$ cat src/rtl/qwm_irq_ctrl.sv
module qwm_irq_ctrl #(
  parameter int unsigned LVL_W    = 10,
  parameter int unsigned ADDR_W   = 9,
  parameter int unsigned EN_ADDR  = 'h15C,
  parameter int unsigned STS_ADDR = 'h15D
) (
  input  logic              clk,
  input  logic              rst_n,
  input  logic [LVL_W-1:0]  q_level,
  input  logic [LVL_W-1:0]  hi_mark,
  input  logic [LVL_W-1:0]  lo_mark,
  input  logic              q_ovf_pulse,
  input  logic              fifo_ovf_pulse,
  input  logic [ADDR_W-1:0] reg_addr,
  input  logic              reg_wr,
  input  logic              reg_rd,
  input  logic [7:0]        reg_wdata,
  output logic [7:0]        reg_rdata,
  output logic              irq
);

  localparam logic [ADDR_W-1:0] EN_A  = ADDR_W'(EN_ADDR);
  localparam logic [ADDR_W-1:0] STS_A = ADDR_W'(STS_ADDR);

  logic [3:0]       en_q, sts_q, ev;
  logic [LVL_W-1:0] lvl_q;
  logic             lvl_vld_q;
  logic             unused_wdata;

  wire en_sel  = (reg_addr == EN_A);
  wire sts_sel = (reg_addr == STS_A);
  wire rd_clr  = reg_rd && sts_sel;

  // crossings judged against last cycle's level
  wire hi_x = lvl_vld_q && (lvl_q < hi_mark) && (q_level >= hi_mark);
  wire lo_x = lvl_vld_q && (lvl_q > lo_mark) && (q_level <= lo_mark);

  // status order: fifo, queue, high, low
  assign ev = {fifo_ovf_pulse, q_ovf_pulse, hi_x, lo_x};

  always_ff @(posedge clk or negedge rst_n) begin
    if (!rst_n) begin
      lvl_q     <= '0;
      lvl_vld_q <= 1'b0;
      en_q      <= '0;
      sts_q     <= '0;
    end else begin
      lvl_q     <= q_level;
      lvl_vld_q <= 1'b1;
      if (reg_wr && en_sel) en_q <= reg_wdata[3:0];
      sts_q <= (rd_clr ? 4'b0 : sts_q) | ev;
    end
  end

  always_comb begin
    reg_rdata = 8'h00;
    if (reg_rd) begin
      if (en_sel)       reg_rdata = {4'b0, en_q};
      else if (sts_sel) reg_rdata = {4'b0, sts_q};
    end
  end

  // enable order: fifo, queue, low, high -> swap the two low bits
  assign irq = |(sts_q & {en_q[3], en_q[2], en_q[0], en_q[1]});

  assign unused_wdata = ^reg_wdata[7:4];

  a_r3_hi_latched: assert property (@(posedge clk) disable iff (!rst_n)
    hi_x |=> sts_q[1]);
  a_r4_lo_latched: assert property (@(posedge clk) disable iff (!rst_n)
    lo_x |=> sts_q[0]);
  a_r5_qovf_latched: assert property (@(posedge clk) disable iff (!rst_n)
    q_ovf_pulse |=> sts_q[2]);
  a_r5_fovf_latched: assert property (@(posedge clk) disable iff (!rst_n)
    fifo_ovf_pulse |=> sts_q[3]);
  a_r6_sticky: assert property (@(posedge clk) disable iff (!rst_n)
    !rd_clr |=> ((sts_q & $past(sts_q)) == $past(sts_q)));
  a_r6_read_clears: assert property (@(posedge clk) disable iff (!rst_n)
    (rd_clr && !q_ovf_pulse && !fifo_ovf_pulse && !hi_x && !lo_x) |=> (sts_q == 4'b0));
  a_r7_no_loss: assert property (@(posedge clk) disable iff (!rst_n)
    (rd_clr && q_ovf_pulse) |=> sts_q[2]);
  a_r8_quiet_when_masked: assert property (@(posedge clk) disable iff (!rst_n)
    (en_q == 4'b0) |-> !irq);
  a_r9_upper_zero: assert property (@(posedge clk) disable iff (!rst_n)
    reg_rdata[7:4] == 4'b0);

endmodule

$ cat config.mk
export PLATFORM = sky130hd
export DESIGN_NAME = qwm_irq_ctrl
export DESIGN_NICKNAME = d
export VERILOG_FILES = /design/src/rtl/qwm_irq_ctrl.sv
export SDC_FILE = /design/constraint.sdc
export NUM_CORES = 1
export LEC_CHECK = 0
export ABC_CLOCK_PERIOD_IN_PS = 2400
export BUFFER_PORTS_ARGS = -buffer_cell sky130_fd_sc_hd__buf_4
export CAP_MARGIN = 30
export CORE_UTILIZATION = 49
export DETAILED_ROUTE_END_ITERATION = 10
export HOLD_SLACK_MARGIN = 0.1
export PLACE_DENSITY_LB_ADDON = 0.05
export RECOVER_POWER = 25
export SETUP_SLACK_MARGIN = 0.1
export SLEW_MARGIN = 0
export SYNTH_ARGS = -nofsm -noshare
export SYNTH_HDL_FRONTEND = slang
export SYNTH_SLANG_ARGS = --single-unit
$ cat constraint.sdc
create_clock -name clk -period 2.4 [get_ports clk]
set_clock_uncertainty 0.2 [all_clocks]
set_input_delay 0 -clock clk [delete_from_list [all_inputs] [get_ports clk]]
set_output_delay 0 -clock clk [all_outputs]
set_load 0.03 [all_outputs]
# After elaboration in Yosys (flattened, before gate mapping)
# Index checks and enable logic that the tools add are counted.
[word_totals] output_inout_bits=9 word_cells=23 ff_bits=19
[op_classes] mux=4 n_bitwise=2 n_eq_ne=2 magnitude_cmp=4 n_reduce_logical=7
[op_table] operator="$eq 9x9->1 const B" n=2
[op_table] operator="$mux 4" n=4
[op_table] operator="$ge 10x10->1" n=1
[op_table] operator="$gt 10x10->1" n=1
[op_table] operator="$le 10x10->1" n=1
[op_table] operator="$lt 10x10->1" n=1
[op_table] operator="$logic_and 1x1->1" n=6
[op_table] operator="$and 4x4->4" n=1
[op_table] operator="$or 4x4->4" n=1
[op_table] operator="$reduce_or 4->1" n=1

# Logic depth before layout (Yosys ltp)
# Gate-level depths: netlist of run 1.
[logic_depth] depth_word=4 ltp_mapped=7 ltp_nobuf=7

# Worst setup path after synthesis of run 1
# No wires, ideal clock.
[synth_path] kind="register -> register" from="register lvl_q[7]" to="register sts_q[0]" arrival_ps=1379 setup_ps=122 stages_incl_launch_ff=7 t_required_ps=2078 path_slack_ps=699 path_buffers=0 path_cell_list="dfrtp_1 -> ha_1 -> a21oi_1 -> nor2_1 -> a211oi_1 -> nand4b_1 -> a32o_1"
[synth_between] elab_chain_len=4
[synth_lines] element="start, declared" line="26" source="logic [LVL_W-1:0] lvl_q;"
[synth_lines] element="start signal, assigned" line="48" source="lvl_q <= q_level;"
[synth_lines] element="$gt 10x10->1" line="36" source="wire lo_x = lvl_vld_q && (lvl_q > lo_mark) && (q_level <= lo_mark);"
[synth_lines] element="$logic_and 1x1->1 (2 in a row)" line="36"
[synth_lines] element="$or 4x4->4" line="51" source="sts_q <= (rd_clr ? 4'b0 : sts_q) | ev;"
[synth_lines] element="end signal, assigned" line="51"
[synth_lines] element="end, declared" line="25" source="logic [3:0] en_q, sts_q, ev;"
# No other way between the ends.
# A chain may end at the register's enable or synchronous reset.

# Worst setup path after layout of run 1
[layout_path] from="input q_level[7]" to="register sts_q[0]"
[layout_between] elab_chain_len=3
[layout_lines] element="start, declared" line="9" source="input logic [LVL_W-1:0] q_level,"
[layout_lines] element="$le 10x10->1" line="36"
[layout_lines] element="$logic_and 1x1->1" line="36"
[layout_lines] element="$or 4x4->4" line="51"
# No other way between the ends.

==> parameters.txt, run 1 <==
Parameter                              Value

Layout
  FF/Latch Area ... about 480 um2
  Number of nets in the layout ... 341
  Area grow syn2layout ... 44.06%
  Post-route cell area ... about 2300 um2
  Layout cell share with drive strength beyond 1 ... a little over a fifth
  Area of the multi-input gates ... 1045 um2
  Filler cells ... around 260
  Inserted Diodes ... 0
  Post-layout utilization of the core ... approximately 75%

Setup path
  Cell family contributing the most delay on the critical path ... compound AO/OA/AOI/OAI gates
  Ordered list of cells on the worst path ... dlygate4sd3_1, clkbuf_1, ha_1, a211oi_1, nor2_1, o41ai_1, a32o_1
  Data arrival at the endpoint of the critical path ... approximately 2.1 ns
  Required time of the critical path ... between 2 and 2.5 ns
  Largest stage delay on the critical path ... roughly 0.53 ns
  Reg-to-Reg Start ... lvl_q[7]
  Origin of the worst setup path ... q_level[7]
  Critical Path Slowest Stage Cell ... sky130_fd_sc_hd__dlygate4sd3_1
  Worst path buffer plus inverter count ... 2
  Critical Path Fanout Max ... 3
  Critical setup path kind ... in -> reg
  Endpoint kind of the worst setup timing path ... flop
  Crit start category ... primary input

STA
  Transition time at the pin with the least slew margin ... roughly 0.94 ns
  Share of the clock period used by the worst path after layout ... between 80% and 90%
  Final hold violation count ... 0
  Max-slew violations ... 0
  Clock period minus final worst setup slack ... 2.008 ns
  RSZ-0062 raised after global routing ... false
  Final-layout setup total negative slack ... 0 ns
  Count of final setup violators ... 0
  Slew headroom ... around 37%
  Peak clock frequency supported by timing ... 498.1 MHz

Routing
  Total wirelength of the detailed-routed design ... approximately 4100 um
  Remaining antenna violation count ... 0
  Detailed router's first-iteration violation count ... 28
  Detailed-route via count ... about 1500
  Number of iterations in the first detailed-routing pass ... 3
  Wire length per cell ... around 14 um
  Final routed DRC violation total ... 0
  Mean number of vias per cell ... just over 5

Synthesis
  Synthesized instance count ... 164
  Leading cell type by number of instances after synthesis ... sky130_fd_sc_hd__ha_1
  Leading cell types by total area after synthesis ... sky130_fd_sc_hd__ha_1 (30%), sky130_fd_sc_hd__dfrtp_1 (29%), sky130_fd_sc_hd__inv_1 (4.9%)
  Seq cells post-synth ... 19
  Sequential fraction of the synthesis area ... between 20 and 30%
  Number of enable-type register cells in the synthesized netlist ... 0
  Async set-or-reset flop fraction in the synthesized netlist ... 100.0%
  Post-synth top area cell ... sky130_fd_sc_hd__ha_1
  Cell area after technology mapping ... roughly 1600 um2
  Post-synth cell types ... 34
  Top-area cell type share of the netlist area ... a little under a third
  Top cells by instance count after synthesis ... sky130_fd_sc_hd__ha_1 (39), sky130_fd_sc_hd__inv_1 (21), sky130_fd_sc_hd__dfrtp_1 (19)
  Synthesized area per cell ... between 9 and 10 um2
  YS warnings ... 0
  Ys flop type ... sky130_fd_sc_hd__dfrtp_1

Floorplan
  Die Ht ... 59.53 um
  Site row count ... 20
  Die width ... around 60 um
  Initial standard-cell utilization of the core ... 52.26%
  Area of the core ... 3103 um2
  Total Die Area ... roughly 3500 um2
  Number of placed I/O pins ... 62

Clock network
  Clock tree from TritonCTS ... built
  Count of H-tree levels built during CTS ... 1
  Maximum clock insertion buffer count ... 2
  Skew-Pair Late Insertion Delay ... roughly 0.31 ns
  Number of setup buffers added after CTS ... 0
  Clock transition at the register clock pins on the worst setup and hold paths after CTS ... 0.12 ns
  Clock sink count ... 19
  CTS Root Buffer Type ... sky130_fd_sc_hd__clkbuf_4
  Number of buffers inserted during clock tree synthesis ... 3

Global routing
  First-pass GRT wire length ... 6686 um
  GRT overflow ... 0
  Most used routing layer ... met2
  GR met3 Demand/Resource ... approximately 3.3%
  Maximum number of pins on one net before global-route repair ... 20
  Global-route track usage on met1 ... 26.63%
  Number of antenna violations at the first check in global routing ... 0
  Via count of the first global-routing pass ... 1617
  Grt met2 use ... between 50 and 60%
  Total Routing Usage GR ... approximately a quarter

Place
  Placer congestion estimate ... roughly 0.84
  Placed wire-length estimate after detailed placement ... 3135 um
  Instance area at placement ... approximately 2100 um2
  Buffers added on ports ... 53

Power and ir drop
  Peak ir drop on the vdd network ... 0.2066 mV
  Leakage Power ... between 1 and 1.5 nW
  Cell area power density ... around 330 nW/um2

Hold path
  Min-delay worst type ... in -> reg
  Hold wc startpoint ... hi_mark[8]

Job
  Number of max-capacitance violations reported ... 0

Outcome
  Result of the run ... complete, no violations
[kinds of logic after synthesis]
| logic type | synth area share [%] |
|---|---|
| AO/OA/AOI/OAI | 15.12 |
| adder cells (fa/ha/maj) | 30.09 |
| buffers and inverters | 6.945 |
| flip-flops | 29.32 |
| multiplexers | 5.247 |
| other | 0.4631 |
| AND/OR/NAND/NOR | 12.81 |
[through the flow]
step / total power, mW / hold slack, ns / cells / setup WS, ns
floorplan: 0.4813 / -0.4956 / 167 / 0.6993
CTS: 0.7915 / 0.1051 / 292 / 0.4086
detailed placement: 0.5879 / -0.3033 / 259 / 0.5206
global placement: 0.5785 / -0.3083 / 259 / 0.5501
global route: 0.8367 / 0.1421 / 292 / 0.3041
finish: 0.7778 / 0.1092 / 292 / 0.3925
[what timing repair did]
action,4_1_cts,5_1_grt
hold endpoints to repair,37,0
resized for setup,0,0
hold buffers,29,0
[layout by cell type (no fill, tap or decap), drive strengths merged, types with 2 or more instances in the layout]
cell type / n
dlygate4sd3: 29
nor2: 7
nor2b: 4
buf: 43
dfrtp: 19
a21o: 4
nand3: 5
and4: 2
ha: 39
a22oi: 2
mux2i: 4
a211oi: 3
conb: 5
inv: 21
mux2: 4
nand4: 6
a21oi: 12
nand2: 5
o21ai: 6
clkbuf: 13
[tightest hold or removal path: stages]
cell and delay, ns:
sky130_fd_sc_hd__buf_4 0.11, sky130_fd_sc_hd__inv_1 0.07, sky130_fd_sc_hd__ha_1 0.14, sky130_fd_sc_hd__o21ai_0 0.09, sky130_fd_sc_hd__nand3b_1 0.10, sky130_fd_sc_hd__o31ai_1 0.07
[registers in the layout (all words and copies together), names as in the netlist]
register and flops:
sts_q 4, lvl_q 10, en_q 4, lvl_vld_q 1
[worst paths after layout]
kind                       slack [ns]        to  cells after the start
min                              0.11  sts_q[1]                      6
min reg2reg                      0.32  sts_q[1]                      2
max reg2reg                      0.48  sts_q[0]                      6
min in group asynchronous        0.70  lvl_q[7]                      3
max in group asynchronous        0.72   en_q[3]                      3
max                              0.39  sts_q[0]                      7
[report_power, final]
group,switching (mW),internal (mW)
Clock,0.106,0.0622
Combinational,0.126,0.142
Sequential,0.00917,0.333
[layout make-up]
cell class,instances,area share (%)
Inverter,21,3.374
Tap cell,44,2.357
Multi-Input combinational cell,122,44.72
Sequential cell,19,20.35
Clock inverter,1,0.2142
Timing Repair Buffer,82,28.01
Clock buffer,3,0.9641
[routing by layer]
metal / wire length [um] / up-vias
met1: 1616 / 681
met2: 2200 / 49
li1: - / 756
met4: 127 / 0
met3: 188 / 12
met5: 0 / -
No activity file was read; power rests on OpenSTA's default activity.
==> run 2, diff against run 1 <==
- ABC_CLOCK_PERIOD_IN_PS: 2400 -> 1900
- clock period: 2.4 -> 1.9 ns (I/O delays scaled with it)
==> run 2 against run 1 <==
Global-route usage up 0.38 points. Critical endpoint unchanged. Combinational power increased by 41%. Sequential share of layout area is 0.98 points lower. Via count is 4.5% higher. Design area grew 5.0%.
==> parameters.txt, run 2 (synthesis gave the netlist of run 1 again) <==
Parameter                              Value

Outcome
  Result of the run ... complete, no violations

Setup path
  Number of cells on the critical path ... 8 (+1)
  End of the worst register-to-register path ... sts_q[0]
  Endpoint kind of the worst setup timing path ... flop
  Critical Path Fanout Max ... 2 (-1)
  Crit start category ... primary input
  Worst path buffer plus inverter count ... 3 (+1)
  Ordered list of cells on the worst path ... dlygate4sd3_1, buf_4, ha_1, inv_1, a21oi_1, nor3_1, o41ai_1, a32o_1
  Cell family contributing the most delay on the critical path ... compound AO/OA/AOI/OAI gates
  CP Capture Point ... sts_q[0]
  Logic depth of the worst register-to-register path ... 6 (unchanged)
  Reg-to-Reg Start ... lvl_q[2]
  Data arrival at the endpoint of the critical path ... 1.88 ns (-0.18 ns)
  Origin of the worst setup path ... lo_mark[0]
  Largest stage delay on the critical path ... 0.57 ns (+0.04 ns)
  Reg-to-reg slack, setup ... 0.08 ns (-0.40 ns)
  Critical Path Slowest Stage Cell ... sky130_fd_sc_hd__o41ai_1
  Critical setup path kind ... in -> reg
  Required time of the critical path ... 1.95 ns (-0.50 ns)

Routing
  Detailed router's first-iteration violation count ... 31 (+11%)
  Remaining antenna violation count ... 0 (unchanged)
  Total wirelength of the detailed-routed design ... 4418 um (+6.9%)
  Mean number of vias per cell ... 5.252 (+2.4%)
  Final routed DRC violation total ... 0 (unchanged)
  Detailed-route via count ... 1565 (+4.5%)
  Wire length per cell ... 14.83 um (+4.8%)
  Number of iterations in the first detailed-routing pass ... 4 (+1)

STA
  Peak clock frequency supported by timing ... ~550 MHz
  Share of the clock period used by the worst path after layout ... a little over nine tenths
  Clock period minus final worst setup slack ... approximately 1.8 ns
  Count of final setup violators ... 0 (unchanged)
  Transition time at the pin with the least slew margin ... 0.6005 ns (-0.3432 ns)
  RSZ-0062 raised after global routing ... true
  Final hold violation count ... 0 (unchanged)
  Max-slew violations ... 0 (unchanged)
  Slew headroom ... 59.44% (+23 points)
  Hold_ws ... 0.1352 ns (+0.02597 ns)
  Final-layout setup total negative slack ... 0 ns (unchanged)

Global routing
  Maximum number of pins on one net before global-route repair ... 20 (unchanged)
  Via count of the first global-routing pass ... 1655 (+2.4%)
  Number of antenna violations at the first check in global routing ... 0 (unchanged)
  Total Routing Usage GR ... 26.56% (+0.38 points)
  GRT overflow ... 0 (unchanged)
  First-pass GRT wire length ... 6913 um (+3.4%)

Power and ir drop
  Leakage Power ... 1.230 nW (+2.9%)
  Cell area power density ... 420.5 nW/um2 (+26%)
  Peak ir drop on the vdd network ... 0.2809 mV (+36%)
  Tot Pwr ... 1.032 mW (+33%)

Clock network
  Skew-Pair Late Insertion Delay ... 0.31 ns (about the same)
  Count of H-tree levels built during CTS ... 1 (unchanged)
  CTS Root Buffer Type ... sky130_fd_sc_hd__clkbuf_4
  Clock transition at the register clock pins on the worst setup and hold paths after CTS ... 0.12 ns (about the same)
  Maximum clock insertion buffer count ... 2 (unchanged)
  Clock sink count ... 19 (unchanged)
  Clock tree from TritonCTS ... built
  Number of buffers inserted during clock tree synthesis ... 3 (unchanged)

Layout
  Largest registers ranked by flip-flop count ... lvl_q: 10 flops, en_q: 4 flops, sts_q: 4 flops
  Post-layout utilization of the core ... 79.07% (+3.8 points)
  Number of flip-flops under the largest register name ... 10 (unchanged)
  Filler cells ... 233 (-11%)
  Area of the multi-input gates ... 1107 um2 (+6.0%)
  Area grow syn2layout ... 51.31%
  Most common library cell in the layout ignoring fill and taps ... sky130_fd_sc_hd__buf_4
  Register ranked first by flip-flop count ... lvl_q
  Number of nets in the layout ... 347 (+1.8%)
  FF/Latch Area ... 475.5 um2 (unchanged)
  Inserted Diodes ... 0 (unchanged)
  Leading cell types in the layout, fill and taps excluded ... sky130_fd_sc_hd__buf_4 (46), sky130_fd_sc_hd__ha_1 (36), sky130_fd_sc_hd__dlygate4sd3_1 (32)
  Layout cell share with drive strength beyond 1 ... 25.59% (+4.6 points)

Floorplan
  Initial standard-cell utilization of the core ... 52.26% (unchanged)
  Total Die Area ... 3543 um2 (unchanged)
  Die width ... 59.53 um (unchanged)
  Area of the core ... 3103 um2 (unchanged)
  Site row count ... 20 (unchanged)
  Die Ht ... 59.53 um (unchanged)
  Number of placed I/O pins ... 62 (unchanged)

Hold path
  Min-delay worst type ... in -> reg

Place
  Buffers added on ports ... 53 (unchanged)
  Placed wire-length estimate after detailed placement ... 3153 um (+0.56%)
  Placer congestion estimate ... 0.8849 (+5.0%)

Job
  Number of max-capacitance violations reported ... 0 (unchanged)
-- run 2: changes by cell type in the layout (fill, tap and decap cells not counted), sizes merged --
cell	previous run	this run
clkbuf	13	14
buf	43	46
clkinv	1	0
dlygate4sd3	29	32
-- run 2: per-stage QoR --
step / instance area, um2 / setup WS (ns) / std cells
after detailed placement: 2052 / 0.06855 / 259
after CTS: 2426 / 0.1032 / 297
after global placement: 2052 / 0.1058 / 259
final: 2454 / 0.06642 / 298
after global routing: 2454 / 0.04405 / 298
after floorplan: 1633 / 0.1993 / 167
-- run 2: tightest hold or removal path, delay by kind of cell --
family | cells | cell delay (ns)
buf+inv | 2 | 0.19
fa+ha+maj | 1 | 0.17
compound gates | 3 | 0.26
-- run 2: layer usage --
layer | global-route usage, % | routed length (um) | vias to the layer above
met3 | 3.275 | 208 | 8
li1 | - | - | 772
met4 | 11.63 | 81 | 0
met1 | 29.27 | 1783 | 731
met2 | 50.40 | 2345 | 54
met5 | 0 | 0 | -
-- run 2: worst min-delay path by stage --
stage / start / to / cells after the start
floorplan: rst_n / en_q[0] / 0
global placement: rst_n / lvl_q[6] / 1
detailed placement: rst_n / lvl_q[6] / 1
CTS: hi_mark[5] / sts_q[1] / 6
global route: lo_mark[5] / sts_q[0] / 5
finish: hi_mark[5] / sts_q[1] / 6
-- run 2: where the power goes --
part	leakage (nW)	total (mW)	internal [mW]	switching [mW]
Combinational	0.996	0.377	0.201	0.175
Clock	0.0150	0.222	0.0820	0.140
Sequential	0.219	0.433	0.420	0.0126
-- run 2: repair_timing --
item | CTS | global route
hold endpoints to repair | 37 | 19
pin swaps | 2 | 1
hold buffers | 32 | 1
gates resized for setup | 4 | 9
setup endpoints to repair | 1 | 23
setup buffers | 2 | 1
-- run 2: area by class of cell --
cell class | instances | share of cell area [%]
tap | 44 | 2.244
clock buffer | 4 | 1.071
timing repair buffer | 88 | 28.96
sequential | 19 | 19.38
inverter | 21 | 3.213
multi-input combinational | 122 | 45.13
